--- src/rtl/pair_pkg.sv ---
package pair_pkg;

  // Strobes from the pairing control into the pipe-entry datapath
  typedef struct packed {
    logic loadU;  // older slot enters the U pipe
    logic loadV;  // younger slot enters the V pipe
    logic hold;   // keep current pipe-entry contents
  } issueCtl_t;

endpackage

--- src/rtl/pair_ctrl.sv ---
module pair_ctrl
  import pair_pkg::*;
#(
  parameter int NREGS = 8,
  parameter int NSRC  = 2,
  localparam int RW   = $clog2(NREGS)
) (
  input  logic                     clk,
  input  logic                     rstN,
  input  logic                     stall,
  input  logic                     s0Valid,
  input  logic                     s0Simple,
  input  logic                     s0Jump,
  input  logic                     s0CondJump,
  input  logic                     s0SetsFlags,
  input  logic                     s0DstValid,
  input  logic [RW-1:0]            s0Dst,
  input  logic                     s1Valid,
  input  logic                     s1Simple,
  input  logic                     s1CondJump,
  input  logic                     s1UOnly,
  input  logic                     s1DstValid,
  input  logic [RW-1:0]            s1Dst,
  input  logic [NSRC-1:0]          s1SrcValid,
  input  logic [NSRC-1:0][RW-1:0]  s1Src,
  output issueCtl_t                ctl,
  output logic                     pairIssued,
  output logic [1:0]               advance
);

  logic [NSRC-1:0] srcHit;
  logic rawConflict, wawConflict, bothSimple, firstBranches, pairOk;

  // One comparator per younger source against the older destination
  for (genvar i = 0; i < NSRC; i++) begin : g_srcCmp
    assign srcHit[i] = s1SrcValid[i] && (s1Src[i] == s0Dst);
  end

  always_comb begin
    rawConflict   = s0DstValid && (|srcHit);
    wawConflict   = s0DstValid && s1DstValid && (s0Dst == s1Dst);
    bothSimple    = s0Simple && s1Simple;
    firstBranches = s0Jump || s0CondJump;
    pairOk = s0Valid && s1Valid && bothSimple && !firstBranches &&
             !s1UOnly && !rawConflict && !wawConflict;
  end

  always_comb begin
    ctl.hold   = stall;
    ctl.loadU  = s0Valid && !stall;
    ctl.loadV  = pairOk && !stall;
    pairIssued = ctl.loadV;
    if (stall || !s0Valid) advance = 2'd0;
    else if (pairOk)       advance = 2'd2;
    else                   advance = 2'd1;
  end

  // A U-only instruction in the younger slot never issues alongside
  assert_uonly_never_v_R7: assert property (@(posedge clk) disable iff (!rstN)
    s1UOnly |-> !pairIssued);

  // An older control transfer never pairs
  assert_no_jump_first_R3: assert property (@(posedge clk) disable iff (!rstN)
    (s0Jump || s0CondJump) |-> !pairIssued);

  // Flag producer followed by a conditional jump still pairs
  assert_flag_pair_R6: assert property (@(posedge clk) disable iff (!rstN)
    (s0Valid && s1Valid && s0Simple && s1Simple && !s0Jump && !s0CondJump &&
     !s1UOnly && !s0DstValid && s0SetsFlags && s1CondJump && !stall)
    |-> pairIssued);

  // A pair always retires two queue entries
  assert_pair_advance_R8: assert property (@(posedge clk) disable iff (!rstN)
    pairIssued |-> (advance == 2'd2));

  // Stall freezes the queue pointer
  assert_stall_advance_R9: assert property (@(posedge clk) disable iff (!rstN)
    stall |-> (advance == 2'd0 && !pairIssued));

endmodule

--- src/rtl/pair_datapath.sv ---
module pair_datapath
  import pair_pkg::*;
#(
  parameter int PW = 8
) (
  input  logic          clk,
  input  logic          rstN,
  input  issueCtl_t     ctl,
  input  logic [PW-1:0] s0Payload,
  input  logic [PW-1:0] s1Payload,
  output logic          uValid,
  output logic [PW-1:0] uPayload,
  output logic          vValid,
  output logic [PW-1:0] vPayload
);

  always_ff @(posedge clk or negedge rstN) begin
    if (!rstN) begin
      uValid   <= 1'b0;
      vValid   <= 1'b0;
      uPayload <= '0;
      vPayload <= '0;
    end else if (!ctl.hold) begin
      uValid <= ctl.loadU;
      vValid <= ctl.loadV;
      if (ctl.loadU) uPayload <= s0Payload;
      if (ctl.loadV) vPayload <= s1Payload;
    end
  end

  // The V entry is only ever filled together with the U entry
  assert_v_needs_u_R8: assert property (@(posedge clk) disable iff (!rstN)
    vValid |-> uValid);

  // Held entries do not change across a stalled edge
  assert_hold_stable_R9: assert property (@(posedge clk) disable iff (!rstN)
    ctl.hold |=> ($stable(uValid) && $stable(vValid) &&
                  $stable(uPayload) && $stable(vPayload)));

endmodule

--- src/rtl/dual_issue_pair.sv ---
module dual_issue_pair
  import pair_pkg::*;
#(
  parameter int NREGS = 8,
  parameter int NSRC  = 2,
  parameter int PW    = 8,
  localparam int RW   = $clog2(NREGS)
) (
  input  logic                     clk,
  input  logic                     rstN,
  input  logic                     stall,
  input  logic                     s0Valid,
  input  logic                     s0Simple,
  input  logic                     s0Jump,
  input  logic                     s0CondJump,
  input  logic                     s0SetsFlags,
  input  logic                     s0DstValid,
  input  logic [RW-1:0]            s0Dst,
  input  logic [PW-1:0]            s0Payload,
  input  logic                     s1Valid,
  input  logic                     s1Simple,
  input  logic                     s1CondJump,
  input  logic                     s1UOnly,
  input  logic                     s1DstValid,
  input  logic [RW-1:0]            s1Dst,
  input  logic [NSRC-1:0]          s1SrcValid,
  input  logic [NSRC-1:0][RW-1:0]  s1Src,
  input  logic [PW-1:0]            s1Payload,
  output logic                     pairIssued,
  output logic [1:0]               advance,
  output logic                     uValid,
  output logic [PW-1:0]            uPayload,
  output logic                     vValid,
  output logic [PW-1:0]            vPayload
);

  issueCtl_t ctl;

  pair_ctrl #(.NREGS(NREGS), .NSRC(NSRC)) u_ctrl (
    .clk(clk), .rstN(rstN), .stall(stall),
    .s0Valid(s0Valid), .s0Simple(s0Simple), .s0Jump(s0Jump),
    .s0CondJump(s0CondJump), .s0SetsFlags(s0SetsFlags),
    .s0DstValid(s0DstValid), .s0Dst(s0Dst),
    .s1Valid(s1Valid), .s1Simple(s1Simple), .s1CondJump(s1CondJump),
    .s1UOnly(s1UOnly), .s1DstValid(s1DstValid), .s1Dst(s1Dst),
    .s1SrcValid(s1SrcValid), .s1Src(s1Src),
    .ctl(ctl), .pairIssued(pairIssued), .advance(advance)
  );

  pair_datapath #(.PW(PW)) u_dp (
    .clk(clk), .rstN(rstN), .ctl(ctl),
    .s0Payload(s0Payload), .s1Payload(s1Payload),
    .uValid(uValid), .uPayload(uPayload),
    .vValid(vValid), .vPayload(vPayload)
  );

endmodule

--- config.mk ---
export PLATFORM = sky130hd
export DESIGN_NAME = dual_issue_pair
export DESIGN_NICKNAME = d
export VERILOG_FILES = /design/src/rtl/pair_pkg.sv /design/src/rtl/pair_ctrl.sv /design/src/rtl/pair_datapath.sv /design/src/rtl/dual_issue_pair.sv
export SDC_FILE = /design/constraint.sdc
export NUM_CORES = 1
export LEC_CHECK = 0
export BUFFER_PORTS_ARGS = -buffer_cell sky130_fd_sc_hd__buf_2
export CAP_MARGIN = 30
export CORE_MARGIN = 2
export CORE_UTILIZATION = 41
export DETAILED_ROUTE_END_ITERATION = 7
export PLACE_DENSITY = 0.83
export SLEW_MARGIN = 0
export SYNTH_ARGS = -nofsm -noshare
export SYNTH_HDL_FRONTEND = slang
export SYNTH_SLANG_ARGS = --single-unit
--- constraint.sdc ---
create_clock -name clk -period 4.75 [get_ports clk]
set_clock_uncertainty 0.15 [all_clocks]
set_input_delay 0.95 -clock clk [delete_from_list [all_inputs] [get_ports clk]]
set_output_delay 0.95 -clock clk [all_outputs]
set_load 0.02 [all_outputs]
Word level (Yosys, flattened, before mapping)
Index checks and enable logic that the tools add are counted.
{"block": "totals", "regBits": 18, "latchBits": 0, "mem_bits_rw": 0, "romBits": 0, "in_bits": 44, "output_inout_bits": 21, "wordCells": 35, "mem_count": 0}
{"block": "op_classes", "n_addsub": 0, "multipliers": 0, "div": 0, "magnitude_cmp": 0, "n_eq_ne": 3, "shift": 0, "n_mux": 2, "bitwise": 1, "reduce_logical": 25}
{"op": "1-bit logical AND", "count": 14}
{"op": "3-bit == test", "count": 3}
{"op": "1-bit logical NOT", "count": 6}
{"op": "2-bit two-way mux", "count": 2}
{"op": "2-bit AND reduction", "count": 2}
{"op": "1-bit logical OR", "count": 2}
{"op": "2-bit OR reduction", "count": 1}
{"op": "1-bit inverter", "count": 1}

Longest topological paths before layout
Gate-level depths: netlist of run 1.
{"block": "depth", "ltp_word": 9, "ltp_mapped": 5, "mapped_depth_nobuf": 5}

Cells and area by module
A second synthesis of run 1 with hierarchy kept.
{"block": "hier_totals", "cells_unflattened": 62, "hier_area_um2": 914.6}
{"module": "pair_datapath", "instances": 1, "cells_per_inst": 40, "area_per_inst_um2": 740.7, "seq_area_each_um2": 450.4}
{"module": "pair_ctrl", "instances": 1, "cells_per_inst": 22, "area_per_inst_um2": 173.9, "seq_area_each_um2": 0.0}

Worst setup path after synthesis of run 1
Ideal clock, no wire load.
{"block": "synth_path", "path_type": "input -> output", "start": "input port s1UOnly", "end": "output port advance[1]", "arrival_ns": 2.052, "setup_slack_ns": 1.598, "cell_stages": 3, "cell_sequence": "nand4b_1 -> or3_1 -> a211oi_1"}
{"block": "synth_via", "elab_chain_cells": 6}
{"item": "start: declaration", "line_no": "dual_issue_pair.sv:23", "rtl": "input logic s1UOnly,"}
{"item": "1-bit logical NOT", "line_no": "pair_ctrl.sv:45", "rtl": "!s1UOnly && !rawConflict && !wawConflict;"}
{"item": "1-bit logical AND", "line_no": "pair_ctrl.sv:44", "rtl": "pairOk = s0Valid && s1Valid && bothSimple && !firstBranches &&"}
{"item": "1-bit logical AND (2 in a row)", "line_no": "pair_ctrl.sv:45"}
{"item": "2-bit two-way mux", "line_no": "pair_ctrl.sv:54", "rtl": "else if (pairOk) advance = 2'd2;"}
{"item": "2-bit two-way mux", "line_no": "pair_ctrl.sv:53", "rtl": "if (stall || !s0Valid) advance = 2'd0;"}
{"item": "end: declaration", "line_no": "dual_issue_pair.sv:30", "rtl": "output logic [1:0] advance,"}
No other way between the ends.

Worst setup path in the final report of run 1
{"block": "layout_path", "start": "input port s1UOnly", "end": "output port pairIssued"}
{"block": "layout_via", "elab_chain_cells": 5}
{"item": "1-bit logical NOT", "line_no": "pair_ctrl.sv:45"}
{"item": "1-bit logical AND", "line_no": "pair_ctrl.sv:44"}
{"item": "1-bit logical AND (2 in a row)", "line_no": "pair_ctrl.sv:45"}
{"item": "1-bit logical AND", "line_no": "pair_ctrl.sv:51", "rtl": "ctl.loadV = pairOk && !stall;"}
{"item": "end: declaration", "line_no": "dual_issue_pair.sv:29", "rtl": "output logic pairIssued,"}
No other way between the ends.

==> metrics.md, run 1 <==
| Metric | Value |
|---|---|
| Final Setup Violations | `0` |
| Synth Instances | `76` |
| CTS tree | `yes` |
| Initial Utilization | `42.90%` |
| Worst setup margin | `1.325 ns` |
| Die footprint | `0.002386 mm2` |
| GRT Util Overall | `16.14%` |
| CTS Buf Count | `3` |
| Max clock buf depth | `2` |
| Postcts setup bufs | `0` |
| Slew Limit Fails | `0` |
| Setup_tns | `0 ns` |
| Hold_buf cts | `0` |
| First-pass GRT wire length | `3.029 mm` |
| Pwr Density | `279.8 mW/mm2` |
| Boundary Pins | `65` |
| Layout Cells excl Fill | `166` |
| PortBufs | `62` |
| DRC viols | `0` |
| Clk sink count | `18` |
| Post-Syn Area | `824.5 um2` |
| Worst hold path depth | `2` |
| Reg-to-Reg Start | `u_dp.vPayload[0]$_DFFE_PN0P_` |
| Syn_area_per_cell | `10.85 um2` |
| Fin crit share | `72.10%` |
| M1 GR Usage | `16.94%` |
| Max-cap viol count | `0` |
| Commonest non-fill, non-tap cell in the layout | `buf_2` |
| Routed wire length | `1.744 mm` |
| Result of the run | `completed` |
| Cell Chain, Critical Path | `buf_2 > nand4b_1 > or3_1 > a211oi_4 > buf_2` |
| R2R Setup Slk | `3.84 ns` |
| Fin crit period | `3.425 ns` |
| Root Buffer | `clkbuf_4` |
| Tot Pwr | `331.1 uW` |
| Initial drt markers | `3` |
| Hold WC Path Type | `flop to flop` |
| Hold_sp | `u_dp.uPayload[6]$_DFFE_PN0P_` |
| CP Data Arrival Time | `2.32 ns` |
| Placer Congestion | `0.7022` |
| Depth of the CTS H-tree | `1` |
| Worst vdd ir | `125.3 uV` |
| Wire length per cell | `10.51 um` |
| Crit path kind | `input pin to primary output` |
| Clk Latency, worst-skew pair | `0.28 ns` |
| Measured slew at the worst slew-check pin | `0.5087 ns` |
| Worst EP required | `3.65 ns` |
| Hold Path Sink | `u_dp.uPayload[6]$_DFFE_PN0P_` |
| Antenna-violating nets left | `0` |
| Ant. Diodes | `0` |
| Vias | `766` |
| Die X | `48.85 um` |
| R2R cell count | `1` |
| Most frequent cells in the layout | `buf_2 (62), nand2_1 (26), dfrtp_1 (18), xnor2_1 (9), mux2_2 (7)` |
| RSZ-0062 raised after global routing | `no` |
| Max stage delay on crit path | `0.50 ns` |
| Startpoint types | `input pin` |
| Row cnt | `16` |
| Worst Path Max Fanout | `10` |
| TritonRoute pass-1 iters | `4` |
| CP endpoint kind | `primary output` |
| Met2 usage | `31.28%` |
| Synth Net Count | `120` |
| Reg-to-reg endpoint | `u_dp.vPayload[0]$_DFFE_PN0P_` |
| Largest net degree at the start of global routing | `19` |
| Reg clk slew, reported paths | `0.10 ns` |
| Total grt overflow | `0` |
| Slowest CP cell | `a211oi_4` |
| Post-synth cell types | `18` |
| Layout Utilization | `61.59%` |
| Vias in the first global route | `756` |
| Sequential area share after synthesis | `54.63%` |
| Number of synthesized register bits | `18` |
| FMAX | `292.0 MHz` |
| Most used cell, CP | `buf_2` |
| DP Worst Slack | `1.286 ns` |
| Share of layout cells above drive strength 1 | `53.24%` |
| HPWL after DPL | `1.482 mm` |
| Final Hold Vio Count | `0` |
| Post-CTS Resized | `0` |
| Placed cells | `163` |
| Layer with the highest usage | `met2` |
| # nets final | `185` |
| Met3 Resource Use GR | `1.534%` |
| Die Y | `48.85 um` |
| Ys Warns | `0` |
| Core footprint | `0.001922 mm2` |
| Static Leak | `0.6861 nW` |
| Drt via density | `4.614` |
| Relative slew margins | `65.98%` |
| Initial antenna violation count | `0` |
| Area grow syn2layout | `43.55%` |
[critical path: cells and delay by family]
family	cells	cell delay [ns]
compound gates	1	0.50
buf+inv	2	0.35
simple gates	2	0.52
[how the worst max path moves through the flow]
stage                       start    endpoint  slack [ns]
final                     s1UOnly  pairIssued        1.33
after global routing      s1UOnly  pairIssued        1.22
after CTS                 s1UOnly  pairIssued        1.28
after detailed placement  s1UOnly  pairIssued        1.29
after global placement    s1UOnly  pairIssued        1.31
after floorplan           s1UOnly  advance[1]        1.60
[per-stage QoR]
step | hold slack (ns) | cell area [um2]
floorplan | 0.4328 | 824.5
global placement | 0.3016 | 1161
detailed placement | 0.3109 | 1161
CTS | 0.3371 | 1184
global route | 0.3549 | 1184
finish | 0.3365 | 1184
[sequential cells by signal (all words and copies together) (netlist names)]
signal         cells
u_dp.uPayload      8
u_dp.uValid        1
u_dp.vPayload      8
u_dp.vValid        1
[report_power, final]
group | leakage, nW | switching, mW | internal (mW) | total, mW
Combinational | 0.438 | 0.0483 | 0.0367 | 0.0849
Sequential | 0.234 | 0.00707 | 0.168 | 0.175
Clock | 0.0138 | 0.0419 | 0.0294 | 0.0713
Total | 0.686 | 0.0972 | 0.234 | 0.331
[area by class of cell]
class	instances	area (um2)
tap	27	33.78
multi-input combinational	56	366.6
clock buffer	3	22.52
timing repair buffer	62	310.3
sequential	18	450.4
fill	181	738.2
[per-layer routing]
| metal | part of all wire [%] | wire [um] |
|---|---|---|
| met5 | 0 | 0 |
| met4 | 1.1 | 20 |
| met3 | 8.5 | 148 |
| met2 | 55 | 959 |
| met1 | 35 | 615 |
[logic make-up (layout without fill, tap and decap cells)]
group	after synthesis	after routing	synth area share, %
AND/OR/NAND/NOR	35	35	19.12
buffers and inverters	2	65	0.9096
multiplexers	8	8	10.93
AO/OA/AOI/OAI	4	4	4.856
flip-flops	18	18	54.63
XOR/XNOR	9	9	9.560
[cell usage after synthesis]
cell type / n / area (um2)
a211oi_1: 1 / 7.510
a211oi_4: 1 / 20.02
a21o_1: 1 / 7.510
a21oi_1: 1 / 5.000
buf_1: 1 / 3.750
clkbuf_1: 1 / 3.750
dfrtp_1: 18 / 450.4
mux2_1: 1 / 11.26
mux2_2: 7 / 78.83
nand2_1: 26 / 97.59
nand2b_1: 1 / 6.260
nand3_2: 1 / 10.01
nand4_1: 3 / 18.77
nand4b_1: 1 / 8.760
nor2_1: 1 / 3.750
nor2b_1: 1 / 6.260
or3_1: 1 / 6.260
xnor2_1: 9 / 78.83
(Power assumes the default switching activity.)
==> inputs of run 2 (changes only) <==
--- a/config.mk
+++ b/config.mk
@@ -8,9 +8,9 @@
 export BUFFER_PORTS_ARGS = -buffer_cell sky130_fd_sc_hd__buf_2
 export CAP_MARGIN = 30
 export CORE_MARGIN = 2
-export CORE_UTILIZATION = 41
+export CORE_UTILIZATION = 38
 export DETAILED_ROUTE_END_ITERATION = 7
-export PLACE_DENSITY = 0.83
+export PLACE_DENSITY = 0.78
 export SLEW_MARGIN = 0
 export SYNTH_ARGS = -nofsm -noshare
 export SYNTH_HDL_FRONTEND = slang
==> constraint.sdc (replaced) <==
create_clock -name clk -period 3.2 [get_ports clk]
set_clock_uncertainty 0.15 [all_clocks]
set_input_delay 0.64 -clock clk [delete_from_list [all_inputs] [get_ports clk]]
set_output_delay 0.64 -clock clk [all_outputs]
set_load 0.02 [all_outputs]
==> metrics.md, run 2 (synthesis results as in run 1) <==
| Metric | Value |
|---|---|
| Relative slew margins | `63.67% (was 65.98%)` |
| RSZ-0062 raised after global routing | `no (unchanged)` |
| Routed wire length | `2.027 mm (was 1.744 mm)` |
| Reg clk slew, reported paths | `0.10 ns (about the same)` |
| # nets final | `186 (was 185)` |
| Row cnt | `16 (unchanged)` |
| Setup_tns | `0 ns (unchanged)` |
| R2R Setup Slk | `2.29 ns (was 3.84 ns)` |
| Post-CTS Resized | `0 (unchanged)` |
| Worst EP required | `2.41 ns (was 3.65 ns)` |
| GRT Util Overall | `17.07% (was 16.14%)` |
| Most frequent cells in the layout | `buf_2 (62), nand2_1 (26), dfrtp_1 (18), xnor2_1 (9), mux2_2 (7) (unchanged)` |
| First-pass GRT wire length | `3.270 mm (was 3.029 mm)` |
| Initial Utilization | `41.19% (was 42.90%)` |
| Max clock buf depth | `2 (unchanged)` |
| Startpoint types | `input pin (unchanged)` |
| Fin crit period | `2.500 ns` |
| PortBufs | `62 (unchanged)` |
| Max stage delay on crit path | `0.39 ns (was 0.50 ns)` |
| CTS tree | `yes (unchanged)` |
| Cell Chain, Critical Path | `buf_2 > nand4b_1 > or3_1 > a211oi_4 > buf_2 (unchanged)` |
| Static Leak | `0.6987 nW (was 0.6861 nW)` |
| FMAX | `400.0 MHz` |
| DRC viols | `0 (unchanged)` |
| Commonest non-fill, non-tap cell in the layout | `buf_2 (unchanged)` |
| Initial drt markers | `8 (was 3)` |
| Most used cell, CP | `buf_2 (unchanged)` |
| Die Y | `50.58 um (was 48.85 um)` |
| Slowest CP cell | `or3_1 (was a211oi_4)` |
| Ant. Diodes | `0 (unchanged)` |
| Fin crit share | `78.13%` |
| Vias in the first global route | `752 (was 756)` |
| Area grow syn2layout | `46.13% (was 43.55%)` |
| Min Hold Slack | `0.1092 ns (was 0.3365 ns)` |
| Wire length per cell | `12.07 um (was 10.51 um)` |
| Drt via density | `4.619 (was 4.614)` |
| Crit path kind | `input pin to primary output (unchanged)` |
| Hold_buf cts | `0 (unchanged)` |
| CP Data Arrival Time | `1.71 ns (was 2.32 ns)` |
| Final Setup Violations | `0 (unchanged)` |
| Worst vdd ir | `213.5 uV (was 125.3 uV)` |
| Core footprint | `0.002002 mm2 (was 0.001922 mm2)` |
| Clk Latency, worst-skew pair | `0.28 ns (about the same)` |
| Clk sink count | `18 (unchanged)` |
| Measured slew at the worst slew-check pin | `0.5438 ns (was 0.5087 ns)` |
| Largest registers | `u_dp.uPayload: 8 flops, u_dp.vPayload: 8 flops (unchanged)` |
| Largest net degree at the start of global routing | `19 (unchanged)` |
| Placer Congestion | `0.6663 (was 0.7022)` |
| Share of layout cells above drive strength 1 | `53.90% (was 53.24%)` |
| Final Hold Vio Count | `0 (unchanged)` |
| Hold WC Path Type | `input pin to asynchronous set/reset pin (was flop to flop)` |
| Postcts setup bufs | `0 (unchanged)` |
| Layout Utilization | `60.19% (was 61.59%)` |
| Antenna-violating nets left | `0 (unchanged)` |
| Depth of the CTS H-tree | `1 (unchanged)` |
| Max-cap viol count | `0 (unchanged)` |
| Boundary Pins | `65 (unchanged)` |
| Root Buffer | `clkbuf_4 (unchanged)` |
| Result of the run | `completed (unchanged)` |
| Vias | `776 (was 766)` |
| Pwr Density | `434.4 mW/mm2 (was 279.8 mW/mm2)` |
| TritonRoute pass-1 iters | `4 (unchanged)` |
| Initial antenna violation count | `0 (unchanged)` |
| Layout Cells excl Fill | `168 (was 166)` |
| Worst Path Max Fanout | `3 (was 10)` |
| CTS Buf Count | `3 (unchanged)` |
| Die X | `50.58 um (was 48.85 um)` |
| Total grt overflow | `0 (unchanged)` |
| HPWL after DPL | `1.686 mm (was 1.482 mm)` |
| Die footprint | `0.002558 mm2 (was 0.002386 mm2)` |
| Placed cells | `164 (was 163)` |
| Slew Limit Fails | `0 (unchanged)` |
| CP endpoint kind | `primary output (unchanged)` |
## run 2: critical path: cells and delay by family
kind,cells,cell delay (ns)
buf+inv,2,0.29
simple gates,2,0.54
compound gates,1,0.24
## run 2: power by group
group / switching [mW] / total (mW) / internal (mW)
logic: 0.0734 / 0.128 / 0.0545
registers: 0.0101 / 0.259 / 0.249
clock network: 0.0670 / 0.136 / 0.0692
## run 2: path summary, 6_finish.rpt
check | start | to | cells after the start
worst max register to register | u_dp.vPayload[2]$_DFFE_PN0P_ | u_dp.vPayload[2]$_DFFE_PN0P_ | 1
worst min-delay path | rstN | u_dp.vValid$_DFFE_PN0N_ | 1
min in group clk | u_dp.uPayload[7]$_DFFE_PN0P_ | u_dp.uPayload[7]$_DFFE_PN0P_ | 2
worst max-delay path | s1UOnly | pairIssued | 5
worst min register to register | u_dp.uPayload[7]$_DFFE_PN0P_ | u_dp.uPayload[7]$_DFFE_PN0P_ | 2
max in group asynchronous | rstN | u_dp.uPayload[1]$_DFFE_PN0P_ | 1
## run 2: stage by stage
step	instance area, um2	setup WS (ns)	power (mW)
after floorplan	824.5	0.6683	0.3304
final	1205	0.6999	0.5234
after global placement	1169	0.7148	0.3876
after global routing	1205	0.6216	0.5500
after CTS	1205	0.6895	0.5323
after detailed placement	1169	0.6918	0.3935
## run 2: final cells by class
cell class | instances | area (um2)
clock buffer | 4 | 36.28
fill | 184 | 797.0
sequential | 18 | 450.4
timing repair buffer | 63 | 317.8
multi-input combinational | 56 | 366.6
tap | 27 | 33.78
## run 2: per-layer routing
metal	part of all wire (%)	track usage [%]
met5	0	0
met4	1.4	8.108
met3	7.2	2.679
met2	54	31.80
met1	37	18.63
==> inputs of run 3 (changes only) <==
==> constraint.sdc (replaced) <==
create_clock -name clk -period 2.6 [get_ports clk]
set_clock_uncertainty 0.15 [all_clocks]
set_input_delay 0.52 -clock clk [delete_from_list [all_inputs] [get_ports clk]]
set_output_delay 0.52 -clock clk [all_outputs]
set_load 0.02 [all_outputs]
==> metrics.md, run 3 (synthesis results as in run 1) <==
| Metric | Value |
|---|---|
| FMAX | `442.6 MHz` |
| Max clock buf depth | `2 (unchanged)` |
| Initial drt markers | `7 (was 8)` |
| Initial Utilization | `41.19% (unchanged)` |
| R2R Setup Slk | `1.69 ns (was 2.29 ns)` |
| Vias | `786 (was 776)` |
| Reg-to-reg endpoint | `u_dp.vPayload[0]$_DFFE_PN0P_ (was u_dp.vPayload[2]$_DFFE_PN0P_)` |
| Boundary Pins | `65 (unchanged)` |
| Largest registers | `u_dp.uPayload: 8 flops, u_dp.vPayload: 8 flops (unchanged)` |
| Area grow syn2layout | `45.37% (was 46.13%)` |
| Max-cap viol count | `0 (unchanged)` |
| Largest net degree at the start of global routing | `19 (unchanged)` |
| CP Data Arrival Time | `1.59 ns (was 1.71 ns)` |
| First-pass GRT wire length | `3.174 mm (was 3.270 mm)` |
| Die Y | `50.58 um (unchanged)` |
| Ant. Diodes | `0 (unchanged)` |
| CP endpoint kind | `primary output (unchanged)` |
| Startpoint types | `input pin (unchanged)` |
| Worst vdd ir | `261.6 uV (was 213.5 uV)` |
| Root Buffer | `clkbuf_4 (unchanged)` |
| Fin crit share | `86.91%` |
| Reg-to-Reg Start | `u_dp.vPayload[0]$_DFFE_PN0P_ (was u_dp.vPayload[2]$_DFFE_PN0P_)` |
| Result of the run | `finished, violations left (was completed)` |
| Layout Cells excl Fill | `168 (unchanged)` |
| Routed wire length | `1.959 mm (was 2.027 mm)` |
| Failing checks | `hold timing` |
| PortBufs | `62 (unchanged)` |
| Hold WC Path Type | `input pin to asynchronous set/reset pin (unchanged)` |
| Row cnt | `16 (unchanged)` |
| Measured slew at the worst slew-check pin | `0.5231 ns (was 0.5438 ns)` |
| Static Leak | `0.6960 nW (was 0.6987 nW)` |
| Fin crit period | `2.260 ns` |
| Clk sink count | `18 (unchanged)` |
| Crit path kind | `input pin to primary output (unchanged)` |
| Clk Latency, worst-skew pair | `0.27 ns (was 0.28 ns)` |
| Final Hold Vio Count | `9 (was 0)` |
| Antenna-violating nets left | `0 (unchanged)` |
| CTS tree | `yes (unchanged)` |
| Initial antenna violation count | `0 (unchanged)` |
| Die footprint | `0.002558 mm2 (unchanged)` |
| Placed cells | `165 (was 164)` |
| Core footprint | `0.002002 mm2 (unchanged)` |
| Setup_tns | `0 ns (unchanged)` |
| Vias in the first global route | `780 (was 752)` |
| Layout Utilization | `59.88% (was 60.19%)` |
| GRT Util Overall | `16.49% (was 17.07%)` |
| Share of layout cells above drive strength 1 | `53.90% (unchanged)` |
| Hold_buf cts | `0 (unchanged)` |
| Final Setup Violations | `0 (unchanged)` |
| Post-CTS Resized | `0 (unchanged)` |
| TritonRoute pass-1 iters | `4 (unchanged)` |
| Reg clk slew, reported paths | `0.09 ns (was 0.10 ns)` |
| Placer Congestion | `0.6811 (was 0.6663)` |
| Die X | `50.58 um (unchanged)` |
| HPWL after DPL | `1.654 mm (was 1.686 mm)` |
| Wire length per cell | `11.66 um (was 12.07 um)` |
| Relative slew margins | `65.05% (was 63.67%)` |
| R2R cell count | `1 (unchanged)` |
| Worst EP required | `1.93 ns (was 2.41 ns)` |
| Commonest non-fill, non-tap cell in the layout | `buf_2 (unchanged)` |
| Slew Limit Fails | `0 (unchanged)` |
| Total grt overflow | `0 (unchanged)` |
| DRC viols | `0 (unchanged)` |
| Pwr Density | `506.6 mW/mm2 (was 434.4 mW/mm2)` |
| Min Hold Slack | `-0.001005 ns (was 0.1092 ns)` |
| Most frequent cells in the layout | `buf_2 (62), nand2_1 (26), dfrtp_1 (18), xnor2_1 (9), mux2_2 (7) (unchanged)` |
| Drt via density | `4.679 (was 4.619)` |
| CTS Buf Count | `3 (unchanged)` |
| Worst Path Max Fanout | `3 (unchanged)` |
| Postcts setup bufs | `0 (unchanged)` |
| Depth of the CTS H-tree | `1 (unchanged)` |
| # nets final | `187 (was 186)` |
| RSZ-0062 raised after global routing | `no (unchanged)` |
run 3: per-layer routing:
metal  track usage, %  part of all wire (%)  wire length (um)
met1            16.51                    36               710
met2            32.02                    55              1071
met3            3.571                   6.6               130
met4            7.207                   2.4                47
met5                0                     0                 0
run 3: worst max-delay path by stage:
stage,startpoint,endpoint,slack [ns],cells past startpoint
after floorplan,s1UOnly,advance[1],0.31,3
after global placement,s1UOnly,pairIssued,0.36,5
after detailed placement,s1UOnly,pairIssued,0.34,5
after CTS,s1UOnly,pairIssued,0.34,5
after global routing,s1UOnly,advance[1],0.28,5
final,s1UOnly,pairIssued,0.34,5
run 3: where the power goes:
part	switching, mW	total [mW]	internal, mW	leakage, nW
clock network	0.0762	0.130	0.0536	0.0138
registers	0.0123	0.319	0.307	0.234
logic	0.0903	0.158	0.0682	0.448
run 3: layout make-up:
class / count / area, um2
Tap cell: 27 / 33.78
Fill cell: 190 / 803.3
Clock buffer: 3 / 22.52
Sequential cell: 18 / 450.4
Timing Repair Buffer: 64 / 325.3
Multi-Input combinational cell: 56 / 366.6
run 3: through the flow:
stage	worst slack (ns)	cell area (um2)	power [mW]
floorplan	0.3083	824.5	0.4067
global placement	0.3621	1176	0.4783
detailed placement	0.3408	1176	0.4853
CTS	0.3384	1199	0.6167
global route	0.2768	1199	0.6407
finish	0.3404	1199	0.6072
run 3: critical path, cell delays in order:
cell	delay [ns]
buf_2	0.10
nand4b_1	0.14
or3_1	0.39
a211oi_4	0.23
buf_2	0.20
